--- config.mk ---
export PLATFORM = sky130hd
export DESIGN_NAME = dram_rd_burst_sched
export DESIGN_NICKNAME = d
export VERILOG_FILES = /design/src/rtl/rdsched_pkg.sv /design/src/rtl/rdsched_cal_capture.sv /design/src/rtl/rdsched_queue.sv /design/src/rtl/rdsched_burst.sv /design/src/rtl/rdsched_spacing.sv /design/src/rtl/dram_rd_burst_sched.sv
export SDC_FILE = /design/constraint.sdc
export NUM_CORES = 1
export LEC_CHECK = 0
export ABC_AREA = 1
export BUFFER_PORTS_ARGS = -buffer_cell sky130_fd_sc_hd__buf_2
export CAP_MARGIN = 30
export CORE_ASPECT_RATIO = 1.75
export CORE_MARGIN = 3
export CORE_UTILIZATION = 25
export DETAILED_ROUTE_END_ITERATION = 10
export HOLD_SLACK_MARGIN = 0.02
export PLACE_DENSITY = 0.48
export SLEW_MARGIN = 20
export SYNTH_ARGS = -nofsm -noshare
export SYNTH_HDL_FRONTEND = slang
export SYNTH_SLANG_ARGS = --single-unit
--- constraint.sdc ---
create_clock -name clk -period 2.8 [get_ports clk]
set_clock_uncertainty 0.1 [all_clocks]
set_input_delay 0.42 -clock clk [delete_from_list [all_inputs] [get_ports clk]]
set_output_delay 0.42 -clock clk [all_outputs]
set_load 0.01 [all_outputs]
--- src/rtl/rdsched_pkg.sv ---
package rdsched_pkg;
    localparam int COL_W = 10;
    localparam int BG_W  = 2;
    localparam int CMD_W = 3;
    localparam int TS_W  = 8;
    localparam logic [CMD_W-1:0] CMD_READ = 3'b101;

    typedef enum logic [1:0] {
        BM_FIXED8 = 2'b00,
        BM_OTF    = 2'b01,
        BM_FIXED4 = 2'b10,
        BM_ALT8   = 2'b11
    } bmode_e;

    typedef struct packed {
        logic [BG_W-1:0]  bg;
        logic [COL_W-1:0] col;
        logic             chop;
    } rd_req_t;

    typedef struct packed {
        logic [TS_W-1:0]  start;
        logic [COL_W-1:0] col;
        logic             chop;
    } rd_slot_t;

    function automatic logic chop_sel(bmode_e m, logic sel8);
        return (m == BM_FIXED4) || (m == BM_OTF && !sel8);
    endfunction

    function automatic logic [COL_W-1:0] beat_col(logic [COL_W-1:0] base, logic [2:0] idx);
        return {base[COL_W-1:3], base[2:0] + idx};
    endfunction
endpackage

--- src/rtl/rdsched_cal_capture.sv ---
module rdsched_cal_capture
    import rdsched_pkg::*;
#(
    parameter int TCAL = 4
) (
    input  logic             clk,
    input  logic             rst,
    input  logic             cs_n,
    input  logic [CMD_W-1:0] cmd,
    input  logic [BG_W-1:0]  bg,
    input  logic [COL_W-1:0] col,
    input  logic             a12,
    input  logic [1:0]       burst_mode,
    output logic             req_v,
    output rd_req_t          req
);
    localparam int CW = $clog2(TCAL + 1);

    logic [CW-1:0] wait_q;
    logic          due;
    logic          take;

    assign due   = (wait_q == CW'(1));
    assign take  = !cs_n && (wait_q == '0 || due);
    assign req_v = due && (cmd == CMD_READ);
    assign req   = '{bg: bg, col: col, chop: chop_sel(bmode_e'(burst_mode), a12)};

    always_ff @(posedge clk) begin
        if (rst) begin
            wait_q <= '0;
        end else if (take) begin
            wait_q <= CW'(TCAL);
        end else if (wait_q != '0) begin
            wait_q <= wait_q - CW'(1);
        end
    end

    // a capture always traces back to a select sampled low TCAL edges earlier
    p_cal_gap_r1: assert property (@(posedge clk) disable iff (rst)
        req_v |-> !$past(cs_n, TCAL));
endmodule

--- src/rtl/rdsched_queue.sv ---
module rdsched_queue
    import rdsched_pkg::*;
#(
    parameter int DEPTH = 3
) (
    input  logic     clk,
    input  logic     rst,
    input  logic     push,
    input  rd_slot_t din,
    input  logic     pop,
    output logic     head_v,
    output rd_slot_t head,
    output logic     drop
);
    localparam int PW   = (DEPTH > 1) ? $clog2(DEPTH) : 1;
    localparam int CNTW = $clog2(DEPTH + 1);

    rd_slot_t        mem [DEPTH];
    logic [PW-1:0]   wp, rp;
    logic [CNTW-1:0] cnt;
    logic            full, push_ok, pop_ok;

    assign full    = (cnt == CNTW'(DEPTH));
    assign head_v  = (cnt != '0);
    assign head    = mem[rp];
    assign push_ok = push && !full;
    assign pop_ok  = pop && head_v;
    assign drop    = push && full;

    function automatic logic [PW-1:0] wrap_inc(logic [PW-1:0] p);
        return (p == PW'(DEPTH - 1)) ? '0 : p + PW'(1);
    endfunction

    always_ff @(posedge clk) begin
        if (rst) begin
            wp  <= '0;
            rp  <= '0;
            cnt <= '0;
        end else begin
            if (push_ok) begin
                mem[wp] <= din;
                wp      <= wrap_inc(wp);
            end
            if (pop_ok) begin
                rp <= wrap_inc(rp);
            end
            cnt <= cnt + CNTW'(push_ok) - CNTW'(pop_ok);
        end
    end

    // the burst engine only starts a burst that is actually pending
    p_pop_has_head_r3: assert property (@(posedge clk) disable iff (rst)
        pop |-> head_v);
endmodule

--- src/rtl/rdsched_burst.sv ---
module rdsched_burst
    import rdsched_pkg::*;
(
    input  logic             clk,
    input  logic             rst,
    input  logic             head_v,
    input  rd_slot_t         head,
    output logic             pop,
    output logic [TS_W-1:0]  now,
    output logic [COL_W-1:0] dq_rise,
    output logic [COL_W-1:0] dq_fall,
    output logic             dq_oe,
    output logic             dqs_oe,
    output logic             dqs_toggle,
    output logic             dq_valid
);
    logic [TS_W-1:0]  now_q, nxt;
    logic             act_q, act_n;
    logic [1:0]       beat_q, beat_n;
    logic [COL_W-1:0] col_q, col_n;
    logic             chop_q, chop_n;
    logic             start, pre, post, live;

    always_comb begin
        nxt    = now_q + TS_W'(1);
        start  = head_v && (head.start == nxt);
        act_n  = act_q;
        beat_n = beat_q;
        col_n  = col_q;
        chop_n = chop_q;
        if (start) begin
            act_n  = 1'b1;
            beat_n = 2'd0;
            col_n  = head.col;
            chop_n = head.chop;
        end else if (act_q && beat_q != 2'd3) begin
            beat_n = beat_q + 2'd1;
        end else begin
            act_n = 1'b0;
        end
        pre  = head_v && (head.start == nxt + TS_W'(1));
        post = act_q && (beat_q == 2'd3) && !act_n;
        live = act_n && !(chop_n && beat_n[1]);
    end

    assign pop = start;
    assign now = now_q;

    always_ff @(posedge clk) begin
        if (rst) begin
            now_q      <= '0;
            act_q      <= 1'b0;
            beat_q     <= 2'd0;
            col_q      <= '0;
            chop_q     <= 1'b0;
            dq_rise    <= '0;
            dq_fall    <= '0;
            dq_oe      <= 1'b0;
            dqs_oe     <= 1'b0;
            dqs_toggle <= 1'b0;
            dq_valid   <= 1'b0;
        end else begin
            now_q      <= nxt;
            act_q      <= act_n;
            beat_q     <= beat_n;
            col_q      <= col_n;
            chop_q     <= chop_n;
            dqs_toggle <= act_n;
            dq_oe      <= act_n;
            dqs_oe     <= act_n || pre || post;
            dq_valid   <= live;
            dq_rise    <= live ? beat_col(col_n, {beat_n, 1'b0}) : '0;
            dq_fall    <= live ? beat_col(col_n, {beat_n, 1'b1}) : '0;
        end
    end

    // a strobe that starts toggling was driven in the cycle before
    p_preamble_first_r4: assert property (@(posedge clk) disable iff (rst)
        $rose(dqs_toggle) |-> $past(dqs_oe));

    // the strobe stays driven for one cycle after toggling stops
    p_postamble_r5: assert property (@(posedge clk) disable iff (rst)
        $fell(dqs_toggle) |-> dqs_oe);

    // valid data only inside a driven, toggling window
    p_valid_in_window_r7: assert property (@(posedge clk) disable iff (rst)
        dq_valid |-> (dqs_toggle && dq_oe));
endmodule

--- src/rtl/rdsched_spacing.sv ---
module rdsched_spacing
    import rdsched_pkg::*;
#(
    parameter int TCCD_S = 4,
    parameter int TCCD_L = 6
) (
    input  logic            clk,
    input  logic            rst,
    input  logic            req_v,
    input  logic [BG_W-1:0] req_bg,
    input  logic            drop,
    output logic            viol
);
    localparam int NBG  = 1 << BG_W;
    localparam int GMAX = (TCCD_L > TCCD_S) ? TCCD_L : TCCD_S;
    localparam int GW   = $clog2(GMAX + 1);

    logic [GW-1:0] gap_any;
    logic [GW-1:0] gap_bg [NBG];
    logic          hit;

    function automatic logic [GW-1:0] sat_inc(logic [GW-1:0] g);
        return (g < GW'(GMAX)) ? g + GW'(1) : g;
    endfunction

    assign hit = drop || (req_v && ((gap_any < GW'(TCCD_S)) ||
                                    (gap_bg[req_bg] < GW'(TCCD_L))));

    always_ff @(posedge clk) begin
        if (rst) begin
            gap_any <= GW'(GMAX);
            viol    <= 1'b0;
        end else begin
            gap_any <= req_v ? GW'(1) : sat_inc(gap_any);
            viol    <= viol | hit;
        end
    end

    for (genvar g = 0; g < NBG; g++) begin : g_grp
        always_ff @(posedge clk) begin
            if (rst) begin
                gap_bg[g] <= GW'(GMAX);
            end else if (req_v && req_bg == BG_W'(g)) begin
                gap_bg[g] <= GW'(1);
            end else begin
                gap_bg[g] <= sat_inc(gap_bg[g]);
            end
        end
    end

    // once raised, the violation flag holds until reset
    p_viol_sticky_r9: assert property (@(posedge clk) disable iff (rst)
        $past(viol) |-> viol);
endmodule

--- src/rtl/dram_rd_burst_sched.sv ---
module dram_rd_burst_sched
    import rdsched_pkg::*;
#(
    parameter int RL     = 11,
    parameter int TCAL   = 4,
    parameter int TCCD_S = 4,
    parameter int TCCD_L = 6,
    parameter int QDEPTH = 3
) (
    input  logic             clk,
    input  logic             rst,
    input  logic             cs_n,
    input  logic [CMD_W-1:0] cmd,
    input  logic [BG_W-1:0]  bg,
    input  logic [COL_W-1:0] col,
    input  logic             a12,
    input  logic [1:0]       burst_mode,
    output logic [COL_W-1:0] dq_rise,
    output logic [COL_W-1:0] dq_fall,
    output logic             dq_oe,
    output logic             dqs_oe,
    output logic             dqs_toggle,
    output logic             dq_valid,
    output logic             timing_viol
);
    localparam logic [TS_W-1:0] LEAD = TS_W'(RL + 1);

    logic            req_v;
    rd_req_t         req;
    rd_slot_t        slot;
    logic            head_v, pop, drop;
    rd_slot_t        head;
    logic [TS_W-1:0] now;

    rdsched_cal_capture #(.TCAL(TCAL)) u_cap (
        .clk(clk), .rst(rst), .cs_n(cs_n), .cmd(cmd), .bg(bg), .col(col),
        .a12(a12), .burst_mode(burst_mode), .req_v(req_v), .req(req)
    );

    assign slot = '{start: now + LEAD, col: req.col, chop: req.chop};

    rdsched_queue #(.DEPTH(QDEPTH)) u_q (
        .clk(clk), .rst(rst), .push(req_v), .din(slot), .pop(pop),
        .head_v(head_v), .head(head), .drop(drop)
    );

    rdsched_burst u_eng (
        .clk(clk), .rst(rst), .head_v(head_v), .head(head), .pop(pop),
        .now(now), .dq_rise(dq_rise), .dq_fall(dq_fall), .dq_oe(dq_oe),
        .dqs_oe(dqs_oe), .dqs_toggle(dqs_toggle), .dq_valid(dq_valid)
    );

    rdsched_spacing #(.TCCD_S(TCCD_S), .TCCD_L(TCCD_L)) u_sp (
        .clk(clk), .rst(rst), .req_v(req_v), .req_bg(req.bg), .drop(drop),
        .viol(timing_viol)
    );
endmodule

==> reports/results.tsv <==
stage	metric	value	unit
die	top_level_ports	46	
die	num_rows	71	
clocking	cts_setup_buffers	0	
setup_path	rrSetupSlack	0.23	ns
sta	timing_hold_violations_final	0	
logic_synthesis	synth_edf_count	69	
setup_path	timing.rr.end	u_q.cnt[1]	
setup_path	cpMostUsedCell	nand2_1	
placed_design	place_area	0.006281	sq mm
sta	max_freq	389.1	MHz
grt	grt_pass1_vias	3948	
clocking	clock_tree.root_cell	clkbuf_16	
route	drt_iter0_drc	186	
hold_path	holdPathEnd	u_q.mem[0][3]	
sta	maxSlewHeadroom	67.67	%
logic_synthesis	netlist_top_cells_count	nand2_1, edfxtp_1, nand3_1, nor2_1, inv_1	
setup_path	crit_type	reg2reg	
power	powerDensity	648.8	mW/mm^2
power	ir_drop	0.3828	mV
logic_synthesis	synthDistinctLibCells	38	
placed_design	gp_congestion	0.8398	
cells_and_area	antennaDiodeCount	0	
setup_path	slowest_stage	dfxtp_2	
logic_synthesis	synthesis.area	0.005597	sq mm
setup_path	crit_fanout	5	
hold_path	hold_path_depth	1	
setup_path	cp-end-kind	flop	
clocking	clk_latency	0.41	ns
setup_path	cp_top_family	simple AND/OR/NAND/NOR gates	
route	drc	0	
cells_and_area	nets	714	
setup_path	r2r_cells	18	
route	final_antenna_net_count	0	
sta	finalMaxSlewViolations	0	
setup_path	startpoint_type	flop	
cells_and_area	area_growth	23.00	%
hold_path	hold_path_class	in2reg	
die	die_area	0.02429	sq mm
die	die_w	119.1	microns
sta	rsz0062_at_grt	false	
clocking	cts_made_buffers	17	
setup_path	slowest_delay	0.35	ns
logic_synthesis	synth_area_leaders	edfxtp_1, dfxtp_1, nand2_1, nand3_1, nor2_1	
setup_path	crit_buf_inv	3	
route	dr.pass1.iters	6	
logic_synthesis	yosysWarnings	0	
die	fp.dieH	203.9	microns
grt	grt_pass1_wl	19780	microns
route	vias_per_cell	4.143	
grt	globalRoute.totalOverflow	0	
power	leakage	2.922	nW
clocking	clk_pin_slew	0.05	ns
clocking	cts_buffer_depth	2	
logic_synthesis	synthArstFlopShare	0	%
clocking	cts_hold_buffers	0	
logic_synthesis	syn_inst	608	
cells_and_area	n_fill_cell	2245	
die	start_util	25.71	%
setup_path	crit_required	3.05	ns
die	core-area	0.02176	sq mm
placed_design	portBuffers	45	
route	wirelength	12570	microns
logic_synthesis	avgSynthCellArea	9.205	sq um
clocking	post_cts_resized	0	
clocking	cts_max_level	4	
grt	grt_max_degree	22	
sta	worst_pin_slew	0.4850	ns
logic_synthesis	synth_ff_type	edfxtp_1	
cells_and_area	drive_above_1_share	23.26	%
status	outcome	complete, no violations	
setup_path	cp_cell_sequence	ha_1 -> nand2_2 -> inv_1 -> nand2_1 -> nand2_1 -> nand2_1 -> nand2_1 -> nand2_1 -> nand3_1 -> nor2_2 -> nand2_2 -> inv_2 -> ha_1 -> inv_1 -> ha_1 -> xor2_1 -> o21ai_0 -> a21oi_1	
logic_synthesis	ys_seq_area_share	55.62	%
sta	period_minus_slack	2.570	ns
sta	post-route-period-util	91.78	%
logic_synthesis	synth_nets	646	
grt	track_usage	10.61	%
route	vias	4060	
flow_run	maxCapViolations	0	
cells_and_area	design_area	0.006884	sq mm
placed_design	hpwl	9122	microns
setup_path	arrival	2.82	ns
logic_synthesis	yosysMostFrequentCell	nand2_1	
sta	finalSetupViolCount	0	
logic_synthesis	ys_ff_latch	121	
grt	antenna_found_initial	0	
clocking	cts_sinks	121	
hold_path	hp-start	col[2]	
setup_path	r2r_start	u_eng.now[2]	
sta	tns	0	ns
logic_synthesis	synth_area_leader_cell	edfxtp_1	
clocking	cts_tree	yes	
logic_synthesis	synth_top_area_share	37.02	%
route	wl_per_cell	12.83	microns
[cells in the final DEF (no fill, tap or decap), drive strengths merged, types with 2 or more instances in the layout]
cell type,Yosys,routed
clkinvlp,0,3
nand3,63,63
xnor2,7,7
dfxtp,52,52
clkinv,2,8
or2,11,11
nand4,6,6
clkbuf,4,20
a21oi,24,24
a31o,2,2
nor3,5,5
nor2,76,76
ha,16,16
buf,20,73
nand2,152,152
a211oi,2,2
xor2,15,15
inv,60,61
o21ai,18,18
edfxtp,69,69
[worst register-to-register path, delay by kind of cell, from the launching register on]
kind            cells  cell delay, ns
fa+ha+maj           3            0.58
buf+inv             3            0.21
flops               1            0.35
compound gates      2            0.20
simple gates        9            0.88
xor+xnor            1            0.18
[per-layer routing]
layer	vias to the layer above	part of all wire, %	wire length [microns]	global-route usage (%)
li1	2120	-	-	-
met1	1868	39	4841	10.47
met2	55	56	7006	20.41
met3	17	2.3	287	1.800
met4	0	3.5	434	6.175
met5	-	0	0	0
[logic make-up after synthesis]
| group | after synthesis | synth area share (%) |
|---|---|---|
| AO/OA/AOI/OAI | 49 | 5.254 |
| XOR/XNOR | 22 | 3.443 |
| adder cells (fa/ha/maj) | 17 | 3.935 |
| buffers and inverters | 86 | 6.707 |
| flip-flops | 121 | 55.62 |
| AND/OR/NAND/NOR | 313 | 25.04 |
[through the flow]
step	setup slack, ns	power, W	util, %	std cells	hold slack [ns]
2_1_floorplan	0.2540	0.002346	-	608	0.3387
3_3_place_gp	0.2105	0.002449	28.86	949	0.3509
3_5_place_dp	0.09831	0.002452	28.86	949	0.3616
4_1_cts	0.07375	0.004521	31.42	980	0.09275
5_1_grt	0.03309	0.004663	31.63	980	0.1028
6_report	0.2303	0.004467	31.63	980	0.1128
[cell type report]
class	instances	area (sq um)	share of cell area [%]
inverters	62	236.5	3.435
flip-flops and latches	121	3117	45.27
clock buffers	20	457.9	6.652
multi-input cells	401	2161	31.39
clock inverters	11	98.84	1.436
well taps	292	365.4	5.307
repair buffers	73	447.9	6.507
[registers in the layout (all words and copies together) (netlist names), named ones only]
signal	cells
u_eng.dq_rise	3
u_eng.col_q	10
u_eng.dq_fall	10
u_eng.now	8
u_eng.chop_q	1
u_cap.wait_q	3
u_q.wp	2
u_sp.gap_any	3
u_sp.viol	1
u_eng.dq_valid	1
u_sp.gap_bg	12
u_eng.dqs_oe	1
u_q.rp	2
u_q.mem	57
u_eng.dq_oe	1
u_q.cnt	2
u_eng.beat_q	2
[worst max-delay path by stage]
stage,startpoint,to,slack (ns),depth (start not counted)
after floorplan,u_eng.now[0],u_q.cnt[1],0.25,15
after global routing,u_eng.now[3],u_q.cnt[1],0.03,17
after CTS,u_eng.now[1],u_q.cnt[1],0.07,17
final,u_eng.now[2],u_q.cnt[1],0.23,18
after global placement,u_eng.now[1],u_eng.dq_fall[2],0.21,16
after detailed placement,u_eng.now[1],u_q.cnt[1],0.1,17
[report_power, final]
group | switching, W | internal, W
logic | 0.000217 | 0.000160
registers | 0.0000585 | 0.00198
clock network | 0.000786 | 0.00126
Note: power is estimated with default switching activity, not from simulation.
